**config.mk**
```make
export PLATFORM = sky130hd
export DESIGN_NAME = phase_ctl_unit
export DESIGN_NICKNAME = d
export VERILOG_FILES = /design/src/rtl/pcu_pkg.sv /design/src/rtl/pcu_phase_counter.sv /design/src/rtl/pcu_phase_decoder.sv /design/src/rtl/pcu_instr_decoder.sv /design/src/rtl/pcu_control_matrix.sv /design/src/rtl/phase_ctl_unit.sv
export SDC_FILE = /design/constraint.sdc
export NUM_CORES = 1
export LEC_CHECK = 0
export ABC_AREA = 1
export BUFFER_PORTS_ARGS = -buffer_cell sky130_fd_sc_hd__buf_2
export CORE_ASPECT_RATIO = 1.1
export CORE_MARGIN = 3
export CORE_UTILIZATION = 30
export CTS_CLUSTER_SIZE = 16
export DETAILED_ROUTE_END_ITERATION = 10
export PLACE_DENSITY = 0.56
export SLEW_MARGIN = 20
export SYNTH_ARGS = -nofsm -noshare
export SYNTH_HDL_FRONTEND = slang
export SYNTH_SLANG_ARGS = --single-unit
```
**constraint.sdc**
```tcl
create_clock -name clk -period 1.9 [get_ports clk]
set_input_delay 0.38 -clock clk [delete_from_list [all_inputs] [get_ports clk]]
set_output_delay 0.38 -clock clk [all_outputs]
set_load 0.005 [all_outputs]
```
**src/rtl/pcu_pkg.sv**
```systemverilog
package pcu_pkg;
  localparam int NUM_PHASES = 5;
  localparam int NUM_LINES  = 12;

  // instruction line indices
  localparam int IX_ADD  = 0;
  localparam int IX_SUB  = 1;
  localparam int IX_AND  = 2;
  localparam int IX_OR   = 3;
  localparam int IX_ADDI = 4;
  localparam int IX_SUBI = 5;
  localparam int IX_ANDI = 6;
  localparam int IX_ORI  = 7;
  localparam int IX_LOAD = 8;
  localparam int IX_STOR = 9;
  localparam int IX_JUMP = 10;
  localparam int IX_JZER = 11;

  // register ALU groups: opcode[7:2]
  localparam logic [5:0] GRP_ADD = 6'h0C;
  localparam logic [5:0] GRP_SUB = 6'h06;
  localparam logic [5:0] GRP_AND = 6'h08;
  localparam logic [5:0] GRP_OR  = 6'h09;

  localparam logic [7:0] OPC_ADDI = 8'h35;
  localparam logic [7:0] OPC_SUBI = 8'h36;
  localparam logic [7:0] OPC_ANDI = 8'h68;
  localparam logic [7:0] OPC_ORI  = 8'h69;
  localparam logic [7:0] OPC_LOAD = 8'h70;
  localparam logic [7:0] OPC_STOR = 8'h71;
  localparam logic [7:0] OPC_JZER = 8'h72;
  localparam logic [7:0] OPC_JUMP = 8'h74;

  localparam logic [2:0] ALU_ADD = 3'd0;
  localparam logic [2:0] ALU_SUB = 3'd1;
  localparam logic [2:0] ALU_AND = 3'd2;
  localparam logic [2:0] ALU_OR  = 3'd3;

  localparam logic [1:0] PCS_INC   = 2'd0;
  localparam logic [1:0] PCS_HL1   = 2'd1;
  localparam logic [1:0] PCS_SKIP2 = 2'd2;

  localparam logic [1:0] AS_PC = 2'd0;
  localparam logic [1:0] AS_HL = 2'd2;

  typedef struct packed {
    logic       ir_load;
    logic       pc_load;
    logic [1:0] pc_src;
    logic [1:0] addr_sel;
    logic       mem_rd;
    logic       mem_wr;
    logic       hl_lo_load;
    logic       hl_hi_load;
    logic       acc_load;
    logic       acc_drive;
    logic       temp_load;
    logic       reg_drive;
    logic [1:0] reg_sel;
    logic       alu_drive;
    logic [2:0] alu_op;
    logic       flag_load;
  } ctl_t;
endpackage

```
**src/rtl/pcu_phase_counter.sv**
```systemverilog
module pcu_phase_counter #(
  parameter int K = pcu_pkg::NUM_PHASES,
  localparam int W = (K > 1) ? $clog2(K) : 1
) (
  input  logic         clk,
  input  logic         rst_n,
  input  logic         restart,
  output logic [W-1:0] count
);
  localparam logic [W-1:0] LAST = W'(K - 1);

  always_ff @(posedge clk or negedge rst_n) begin
    if (!rst_n)                         count <= '0;
    else if (restart || count == LAST)  count <= '0;
    else                                count <= count + W'(1);
  end

  AST_PHASE_STEP: assert property (@(posedge clk) disable iff (!rst_n)
    (!restart && count != LAST) |=> count == $past(count) + W'(1));
  AST_PHASE_RESTART: assert property (@(posedge clk) disable iff (!rst_n)
    restart |=> count == '0);
endmodule

```
**src/rtl/pcu_phase_decoder.sv**
```systemverilog
module pcu_phase_decoder #(
  parameter int K = pcu_pkg::NUM_PHASES,
  localparam int W = (K > 1) ? $clog2(K) : 1
) (
  input  logic [W-1:0] count,
  output logic [K-1:0] phase_oh
);
  for (genvar i = 0; i < K; i++) begin : g_phase
    assign phase_oh[i] = (count == W'(i));
  end
endmodule

```
**src/rtl/pcu_instr_decoder.sv**
```systemverilog
module pcu_instr_decoder
  import pcu_pkg::*;
(
  input  logic [7:0]           opcode,
  output logic [NUM_LINES-1:0] lines
);
  always_comb begin
    lines          = '0;
    lines[IX_ADD]  = (opcode[7:2] == GRP_ADD);
    lines[IX_SUB]  = (opcode[7:2] == GRP_SUB);
    lines[IX_AND]  = (opcode[7:2] == GRP_AND);
    lines[IX_OR]   = (opcode[7:2] == GRP_OR);
    lines[IX_ADDI] = (opcode == OPC_ADDI);
    lines[IX_SUBI] = (opcode == OPC_SUBI);
    lines[IX_ANDI] = (opcode == OPC_ANDI);
    lines[IX_ORI]  = (opcode == OPC_ORI);
    lines[IX_LOAD] = (opcode == OPC_LOAD);
    lines[IX_STOR] = (opcode == OPC_STOR);
    lines[IX_JUMP] = (opcode == OPC_JUMP);
    lines[IX_JZER] = (opcode == OPC_JZER);
  end
endmodule

```
**src/rtl/pcu_control_matrix.sv**
```systemverilog
module pcu_control_matrix
  import pcu_pkg::*;
#(
  parameter int K = NUM_PHASES
) (
  input  logic [K-1:0]         ph,
  input  logic [NUM_LINES-1:0] lines,
  input  logic [1:0]           reg_bits,
  input  logic                 zero_flag,
  output ctl_t                 ctl,
  output logic                 last
);
  logic alu_reg, alu_imm, alu_any, addr_ins, jmp_any, jz_skip, undef;
  logic p0, p1, p2, p3, p4;

  assign p0 = ph[0];
  assign p1 = ph[1];
  assign p2 = ph[2];
  assign p3 = ph[3];
  assign p4 = ph[4];

  assign alu_reg  = lines[IX_ADD] | lines[IX_SUB] | lines[IX_AND] | lines[IX_OR];
  assign alu_imm  = lines[IX_ADDI] | lines[IX_SUBI] | lines[IX_ANDI] | lines[IX_ORI];
  assign alu_any  = alu_reg | alu_imm;
  // a JZ that reaches phase 2 is always a taken one
  assign jmp_any  = lines[IX_JUMP] | lines[IX_JZER];
  assign addr_ins = lines[IX_LOAD] | lines[IX_STOR] | jmp_any;
  assign jz_skip  = lines[IX_JZER] & ~zero_flag;
  assign undef    = ~|lines;

  always_comb begin
    ctl            = '0;
    ctl.ir_load    = p0;
    ctl.mem_rd     = p0 | (p2 & (alu_imm | addr_ins)) | (p3 & addr_ins)
                   | (p4 & lines[IX_LOAD]);
    ctl.mem_wr     = p4 & lines[IX_STOR];
    ctl.pc_load    = p0 | (p1 & jz_skip) | (p2 & (alu_imm | addr_ins))
                   | (p3 & addr_ins) | (p4 & jmp_any);
    if (p1 & jz_skip)      ctl.pc_src = PCS_SKIP2;
    else if (p4 & jmp_any) ctl.pc_src = PCS_HL1;
    else                   ctl.pc_src = PCS_INC;
    ctl.addr_sel   = (p4 & addr_ins) ? AS_HL : AS_PC;
    ctl.hl_lo_load = p2 & addr_ins;
    ctl.hl_hi_load = p3 & addr_ins;
    ctl.acc_load   = (p3 & alu_any) | (p4 & lines[IX_LOAD]);
    ctl.acc_drive  = p4 & lines[IX_STOR];
    ctl.temp_load  = p2 & alu_any;
    ctl.reg_drive  = p2 & alu_reg;
    ctl.reg_sel    = (p2 & alu_reg) ? reg_bits : 2'b00;
    ctl.alu_drive  = p3 & alu_any;
    ctl.flag_load  = p3 & alu_any;
    ctl.alu_op[2]  = 1'b0;
    ctl.alu_op[1]  = p3 & (lines[IX_AND] | lines[IX_ANDI] | lines[IX_OR] | lines[IX_ORI]);
    ctl.alu_op[0]  = p3 & (lines[IX_SUB] | lines[IX_SUBI] | lines[IX_OR] | lines[IX_ORI]);
  end

  assign last = (p1 & (jz_skip | undef)) | (p3 & alu_any) | (p4 & addr_ins);
endmodule

```
**src/rtl/phase_ctl_unit.sv**
```systemverilog
module phase_ctl_unit
  import pcu_pkg::*;
#(
  parameter int NUM_PH = NUM_PHASES
) (
  input  logic              clk,
  input  logic              rst_n,
  input  logic [7:0]        opcode,
  input  logic              zero_flag,
  output logic [NUM_PH-1:0] phase_oh,
  output logic              ir_load,
  output logic              pc_load,
  output logic [1:0]        pc_src,
  output logic [1:0]        addr_sel,
  output logic              mem_rd,
  output logic              mem_wr,
  output logic              hl_lo_load,
  output logic              hl_hi_load,
  output logic              acc_load,
  output logic              acc_drive,
  output logic              temp_load,
  output logic              reg_drive,
  output logic [1:0]        reg_sel,
  output logic              alu_drive,
  output logic [2:0]        alu_op,
  output logic              flag_load
);
  localparam int CW = (NUM_PH > 1) ? $clog2(NUM_PH) : 1;

  logic [CW-1:0]        count;
  logic [NUM_LINES-1:0] lines;
  logic                 last;
  ctl_t                 ctl;

  pcu_phase_counter #(.K(NUM_PH)) u_count (
    .clk(clk), .rst_n(rst_n), .restart(last), .count(count)
  );

  pcu_phase_decoder #(.K(NUM_PH)) u_phdec (
    .count(count), .phase_oh(phase_oh)
  );

  pcu_instr_decoder u_idec (
    .opcode(opcode), .lines(lines)
  );

  pcu_control_matrix #(.K(NUM_PH)) u_matrix (
    .ph(phase_oh), .lines(lines), .reg_bits(opcode[1:0]),
    .zero_flag(zero_flag), .ctl(ctl), .last(last)
  );

  assign ir_load    = ctl.ir_load;
  assign pc_load    = ctl.pc_load;
  assign pc_src     = ctl.pc_src;
  assign addr_sel   = ctl.addr_sel;
  assign mem_rd     = ctl.mem_rd;
  assign mem_wr     = ctl.mem_wr;
  assign hl_lo_load = ctl.hl_lo_load;
  assign hl_hi_load = ctl.hl_hi_load;
  assign acc_load   = ctl.acc_load;
  assign acc_drive  = ctl.acc_drive;
  assign temp_load  = ctl.temp_load;
  assign reg_drive  = ctl.reg_drive;
  assign reg_sel    = ctl.reg_sel;
  assign alu_drive  = ctl.alu_drive;
  assign alu_op     = ctl.alu_op;
  assign flag_load  = ctl.flag_load;

  AST_PHASE_ONEHOT: assert property (@(posedge clk) disable iff (!rst_n)
    $onehot(phase_oh));
  AST_FETCH_PHASE: assert property (@(posedge clk) disable iff (!rst_n)
    phase_oh[0] |-> (ir_load && mem_rd && pc_load && addr_sel == AS_PC && pc_src == PCS_INC));
  AST_WRITE_ONLY_STORE: assert property (@(posedge clk) disable iff (!rst_n)
    mem_wr |-> (opcode == OPC_STOR && phase_oh[4]));
  AST_RD_WR_EXCL: assert property (@(posedge clk) disable iff (!rst_n)
    !(mem_rd && mem_wr));
  AST_DECODE_ONEHOT0: assert property (@(posedge clk) disable iff (!rst_n)
    $onehot0(lines));
  AST_UNDEF_SHORT: assert property (@(posedge clk) disable iff (!rst_n)
    (phase_oh[1] && lines == '0) |=> phase_oh[0]);
  AST_JZ_SKIP: assert property (@(posedge clk) disable iff (!rst_n)
    (phase_oh[1] && opcode == OPC_JZER && !zero_flag) |-> (pc_load && pc_src == PCS_SKIP2));
endmodule

```
==> results of run 1 <==
[through the flow]
stage,hold WS (ns),setup TNS (ns),util [%],std cells
after global routing,0.511,-0.163,51.9,180
after CTS,0.463,0,48.7,178
final,0.498,0,51.9,180
after detailed placement,0.178,0,42.7,166
after global placement,0.176,0,42.7,166
after floorplan,0.0844,0,-,109
[power groups by stage]
stage	logic (uW)	clock network, uW	registers [uW]
after CTS	509	114	126
after global routing	634	122	131
final	570	109	126
after detailed placement	410	0	123
after floorplan	279	0	116
after global placement	409	0	123
[how the worst max path moves through the flow]
stage	slack [ns]	cells after the start	to
final	0.03	7	pc_load
after global routing	-0.06	11	pc_load
after CTS	0.007	9	pc_load
after detailed placement	0.06	11	pc_load
after global placement	0.08	11	pc_load
after floorplan	0.30	5	mem_rd
[final cells by class]
class | instances | share of cell area [%]
multi-input cells | 78 | 51.2
flip-flops and latches | 3 | 7.68
well taps | 27 | 3.46
repair buffers | 45 | 26.1
clock buffers | 4 | 2.69
inverters | 23 | 8.83
[worst max-delay path: stages, from the launching register on]
cell,delay [ns]
dfrtp_1,0.41
ha_1,0.22
ha_2,0.20
inv_2,0.09
nor2_4,0.05
nor2_4,0.08
nand3_1,0.08
buf_2,0.13
[Yosys cell counts (all sizes together)]
master  count
nor3        2
nor2       26
nand2      25
dfrtp       3
inv        23
conb        1
ha          5
nand3      11
or3         1
nand4       2
o21ai       1
buf         5
a21oi       2
a41oi       1
[placed cells by master, fill, tap and decap left out, types with 2 or more instances in the layout]
| cell | count |
|---|---|
| nand3_1 | 7 |
| buf_2 | 34 |
| clkbuf_4 | 3 |
| conb_1 | 2 |
| ha_1 | 2 |
| nor2_2 | 5 |
| a21oi_1 | 2 |
| nor2_4 | 4 |
| nor2_1 | 17 |
| nand3_2 | 4 |
| dfrtp_1 | 3 |
| ha_2 | 2 |
| nand4_1 | 2 |
| inv_1 | 18 |
| nand2_1 | 12 |
| nand2_2 | 12 |
| inv_2 | 5 |
| buf_4 | 10 |
[logic make-up after synthesis]
family,count (synthesis),synth area share (%)
AO/OA/AOI/OAI,4,4.40
adder cells (fa/ha/maj),5,10.0
buffers and inverters,28,19.8
flip-flops,3,12.0
other,1,0.599
AND/OR/NAND/NOR,67,53.2
[per-layer routing]
| metal | track usage [%] | up-vias | wire (um) |
|---|---|---|---|
| li1 | - | 412 | - |
| met1 | 14.4 | 348 | 711 |
| met2 | 28.0 | 29 | 991 |
| met3 | 4.16 | 4 | 116 |
| met4 | 3.23 | 0 | 23 |
| met5 | 0 | - | 0 |
[timing repair]
| action | CTS | global route |
|---|---|---|
| gates resized for setup | 9 | 15 |
| buffers inserted | 7 | 2 |
| endpoints found under the hold margin | 3 | 0 |
| hold buffers | 1 | 0 |
| setup endpoints to repair | 5 | 12 |
| pin swaps | 4 | 2 |
==> flow_metrics.py, run 1 <==
metrics = {
    "timing": {
        "drv_slew": 0,
        "setup_viol": 0,
        "final-hold-violation-count": 0,
        "grt_setup_unrepaired": "yes",
        "skew_ns": 0.00433,
        "period_needed_ns": 1.87,
        "worst_slack_ns": 0.0341,
        "fin_crit_sh_pct": 98.2,
        "max_freq_ghz": 0.536,
    },
    "grt": {
        "antenna_found_initial": 0,
        "grt-ovfl-total": 0,
        "grt_max_degree": 6,
        "grt_use_total_pct": 14.0,
        "grt_pass1_vias": 757,
        "grt_pass1_wl_um": 2970,
    },
    "setup_path": {
        "cp-end-kind": "output port",
        "cp-start-kind": "register",
        "crit_type": "reg -> out",
        "rr_startpoint": "u_count.count[0]",
        "crit_path_start": "u_count.count[0]",
        "rr_worst_depth": 13,
        "cp_max_fo": 4,
        "timing.rr.end": "u_count.count[0]",
        "rrSetupSlack_ns": 0.13,
        "cp.arrival_ns": 1.49,
        "cp.required_ns": 1.52,
    },
    "routing": {
        "drtIter0Drc": 3,
        "viasPerCell": 4.41,
        "dr.pass1.iters": 4,
        "wire_per_inst_um": 10.2,
        "drc": 0,
        "postRouteAntennaNets": 0,
        "wirelength_um": 1840,
        "dr_total_vias": 793,
    },
    "cts": {
        "cts-root-buf": "clkbuf_4",
        "cts.sinks": 3,
        "clk_pin_slew_ns": 0.04,
        "clk_path_buf_depth": 2,
        "cts_tree": "done",
        "cts_buffers": 3,
        "clk_latency_ns": 0.23,
        "htree_levels": 1,
    },
    "pwr": {
        "power.total_uw": 805,
        "p_switching_uw": 358,
        "power.leakage_uw": 0.000622,
        "power_density_nw_per_um2": 824,
        "switching_share_pct": 44.4,
        "pwr-share-clk_pct": 13.5,
        "ir_drop_uv": 766,
        "power.share.sequential_pct": 15.6,
        "p_int_uw": 448,
        "combPwrFrac_pct": 70.8,
    },
    "status": {
        "status": "completed",
    },
    "cells_and_area": {
        "multi_input_area_um2": 500,
        "largest_register_ffs": 3,
        "antennaDiodeCount": 0,
        "nets": 170,
        "area_growth_pct": 56.2,
        "drive_gt1_share_pct": 54.9,
        "reg.largest.list": "u_count.count (3)",
        "top_register": "u_count.count",
        "fill_cells": 211,
        "seq_area_um2": 75.1,
        "design_area_um2": 977,
    },
    "synthesis": {
        "ys_seq_elements": 3,
        "ys_seq_area_share_pct": 12.0,
        "ys.warnings.count": 0,
        "synth.area.top_cells": "inv_1, nor2_1, dfrtp_1, nand2_1, ha_1",
        "synth_area_per_cell_um2": 5.79,
        "synth_top_area_share_pct": 13.2,
        "ys_types": 19,
        "synthCells": 108,
        "yosysTopAreaCell": "inv_1",
        "syn_area_um2": 626,
    },
    "die": {
        "die_area_um2": 2670,
        "die_h_um": 53.9,
        "die_x_um": 49.5,
        "core_area_um2": 1880,
        "initial_core_util_pct": 33.2,
        "io_pins": 37,
        "row_count": 16,
    },
    "placed_design": {
        "pre_cts_ws_ns": 0.0576,
        "placed_area_um2": 803,
        "io_buffers": 34,
        "dp_hpwl_um": 1470,
        "routabilityCongestion": 0.833,
    },
    "run": {
        "maxCapViolCount": 0,
    },
    "hold_path": {
        "holdCritPathClass": "in -> async",
    },
}
No activity file was read; power rests on OpenSTA's default activity.
==> run 2, diff against run 1 <==
clock period = 1.97 ns   (was 1.9 ns; I/O delays follow)
==> flow_metrics.py, run 2 (synthesis gave the netlist of run 1 again) <==
metrics = {
    "die": {
        "core_area_um2": 1880,
        "die_x_um": 49.5,
        "initial_core_util_pct": 33.2,
        "die_h_um": 53.9,
        "row_count": 16,
        "die_area_um2": 2670,
        "io_pins": 37,
    },
    "pwr": {
        "p_switching_uw": 327,
        "pwr-share-clk_pct": 15.0,
        "power.share.sequential_pct": 17.6,
        "combPwrFrac_pct": 67.3,
        "ir_drop_uv": 725,
        "p_int_uw": 391,
        "switching_share_pct": 45.5,
        "power.leakage_uw": 0.000584,
        "power_density_nw_per_um2": 790,
    },
    "timing": {
        "period_needed_ns": 1.90,
        "max_freq_ghz": 0.526,
        "setup_viol": 0,
        "fin_crit_sh_pct": 96.5,
        "drv_slew": 0,
        "final-hold-violation-count": 0,
        "skew_ns": 0.00617,
        "holdWs_ns": 0.506,
    },
    "placed_design": {
        "routabilityCongestion": 0.828,
        "dp_hpwl_um": 1430,
        "placed_area_um2": 803,
        "io_buffers": 34,
    },
    "cts": {
        "cts-root-buf": "clkbuf_4",
        "clk_latency_ns": 0.24,
        "cts_buffers": 3,
        "cts.sinks": 3,
        "htree_levels": 1,
        "clk_pin_slew_ns": 0.04,
        "cts_tree": "done",
        "clk_path_buf_depth": 2,
    },
    "cells_and_area": {
        "nets": 164,
        "reg.largest.list": "u_count.count (3)",
        "multi_input_area_um2": 473,
        "largest_register_ffs": 3,
        "design_area_um2": 908,
        "final_common_cell": "buf_2",
        "layout_common_cells": "buf_2, nor2_1, inv_1",
        "antennaDiodeCount": 0,
        "fill_cells": 217,
        "top_register": "u_count.count",
        "drive_gt1_share_pct": 46.3,
        "seq_area_um2": 75.1,
        "area_growth_pct": 45.2,
    },
    "routing": {
        "wire_per_inst_um": 10.1,
        "drtIter0Drc": 8,
        "viasPerCell": 4.36,
        "dr.pass1.iters": 4,
        "postRouteAntennaNets": 0,
        "wirelength_um": 1750,
        "dr_total_vias": 759,
        "drc": 0,
    },
    "grt": {
        "antenna_found_initial": 0,
        "grt-ovfl-total": 0,
        "grt_pass1_vias": 706,
        "grt_use_total_pct": 13.1,
        "grt_max_degree": 6,
        "grt_pass1_wl_um": 2750,
    },
    "setup_path": {
        "cp_max_fo": 4,
        "crit_type": "reg -> out",
        "rrSetupSlack_ns": 0.61,
        "cp-end-kind": "output port",
        "timing.rr.end": "u_count.count[1]",
        "cp.arrival_ns": 1.51,
        "rr_startpoint": "u_count.count[0]",
        "cp.required_ns": 1.58,
        "cp-start-kind": "register",
        "rr_worst_depth": 9,
    },
    "hold_path": {
        "holdCritPathClass": "in -> async",
    },
    "status": {
        "status": "completed",
    },
    "run": {
        "maxCapViolCount": 0,
    },
}
## run 2: metal layers
metal	vias to the layer above	routed length (um)	global-route usage, %
li1	398	-	-
met1	340	693	13.6
met2	21	963	25.8
met3	0	96	3.88
met4	0	0	3.69
met5	-	0	0
## run 2: power by group through the flow
stage               combinational (uW)  sequential (uW)  clock (uW)
floorplan                          269              112           0
global placement                   394              119           0
detailed placement                 396              119           0
CTS                                414              118         110
global route                       547              131         121
finish                             483              126         108
## run 2: final cells by class
| class | instances | share of cell area, % |
|---|---|---|
| Clock buffer | 4 | 2.89 |
| Inverter | 23 | 9.50 |
| Multi-Input combinational cell | 78 | 52.1 |
| Sequential cell | 3 | 8.26 |
| Tap cell | 27 | 3.72 |
| Timing Repair Buffer | 39 | 23.6 |
## run 2: worst max-delay path, cell delays in order (launching register included)
cell and delay [ns]:
dfrtp_1 0.42, inv_2 0.11, ha_4 0.14, nand2_2 0.05
or3_4 0.38, nand3_2 0.08, buf_2 0.10
## run 2: how the worst max path moves through the flow
| stage | to | startpoint | slack, ns | depth (start not counted) |
|---|---|---|---|---|
| after CTS | mem_rd | u_count.count[0] | 0.007 | 6 |
| after global placement | pc_load | opcode[0] | 0.12 | 11 |
| final | mem_rd | u_count.count[0] | 0.07 | 6 |
| after floorplan | mem_rd | u_count.count[0] | 0.36 | 5 |
| after detailed placement | pc_load | opcode[0] | 0.14 | 11 |
| after global routing | mem_rd | u_count.count[0] | -0.02 | 6 |
## run 2: per-stage QoR
| stage | worst slack [ns] | TNS, ns | instances | total power, uW | utilization [%] |
|---|---|---|---|---|---|
| after floorplan | 0.360 | 0 | 109 | 381 | - |
| after global placement | 0.116 | 0 | 166 | 513 | 42.7 |
| after detailed placement | 0.135 | 0 | 166 | 515 | 42.7 |
| after CTS | 0.00692 | 0 | 172 | 642 | 45.3 |
| after global routing | -0.0161 | -0.0404 | 174 | 799 | 48.3 |
| final | 0.0696 | 0 | 174 | 717 | 48.3 |
## run 2: what timing repair did
item | CTS | global route
setup endpoints to repair | 1 | 5
resized for setup | 1 | 13
hold endpoints to repair | 3 | 0
hold buffers | 1 | 0
pin swaps | 0 | 4
buffers inserted | 1 | 2
gates cloned | 0 | 0
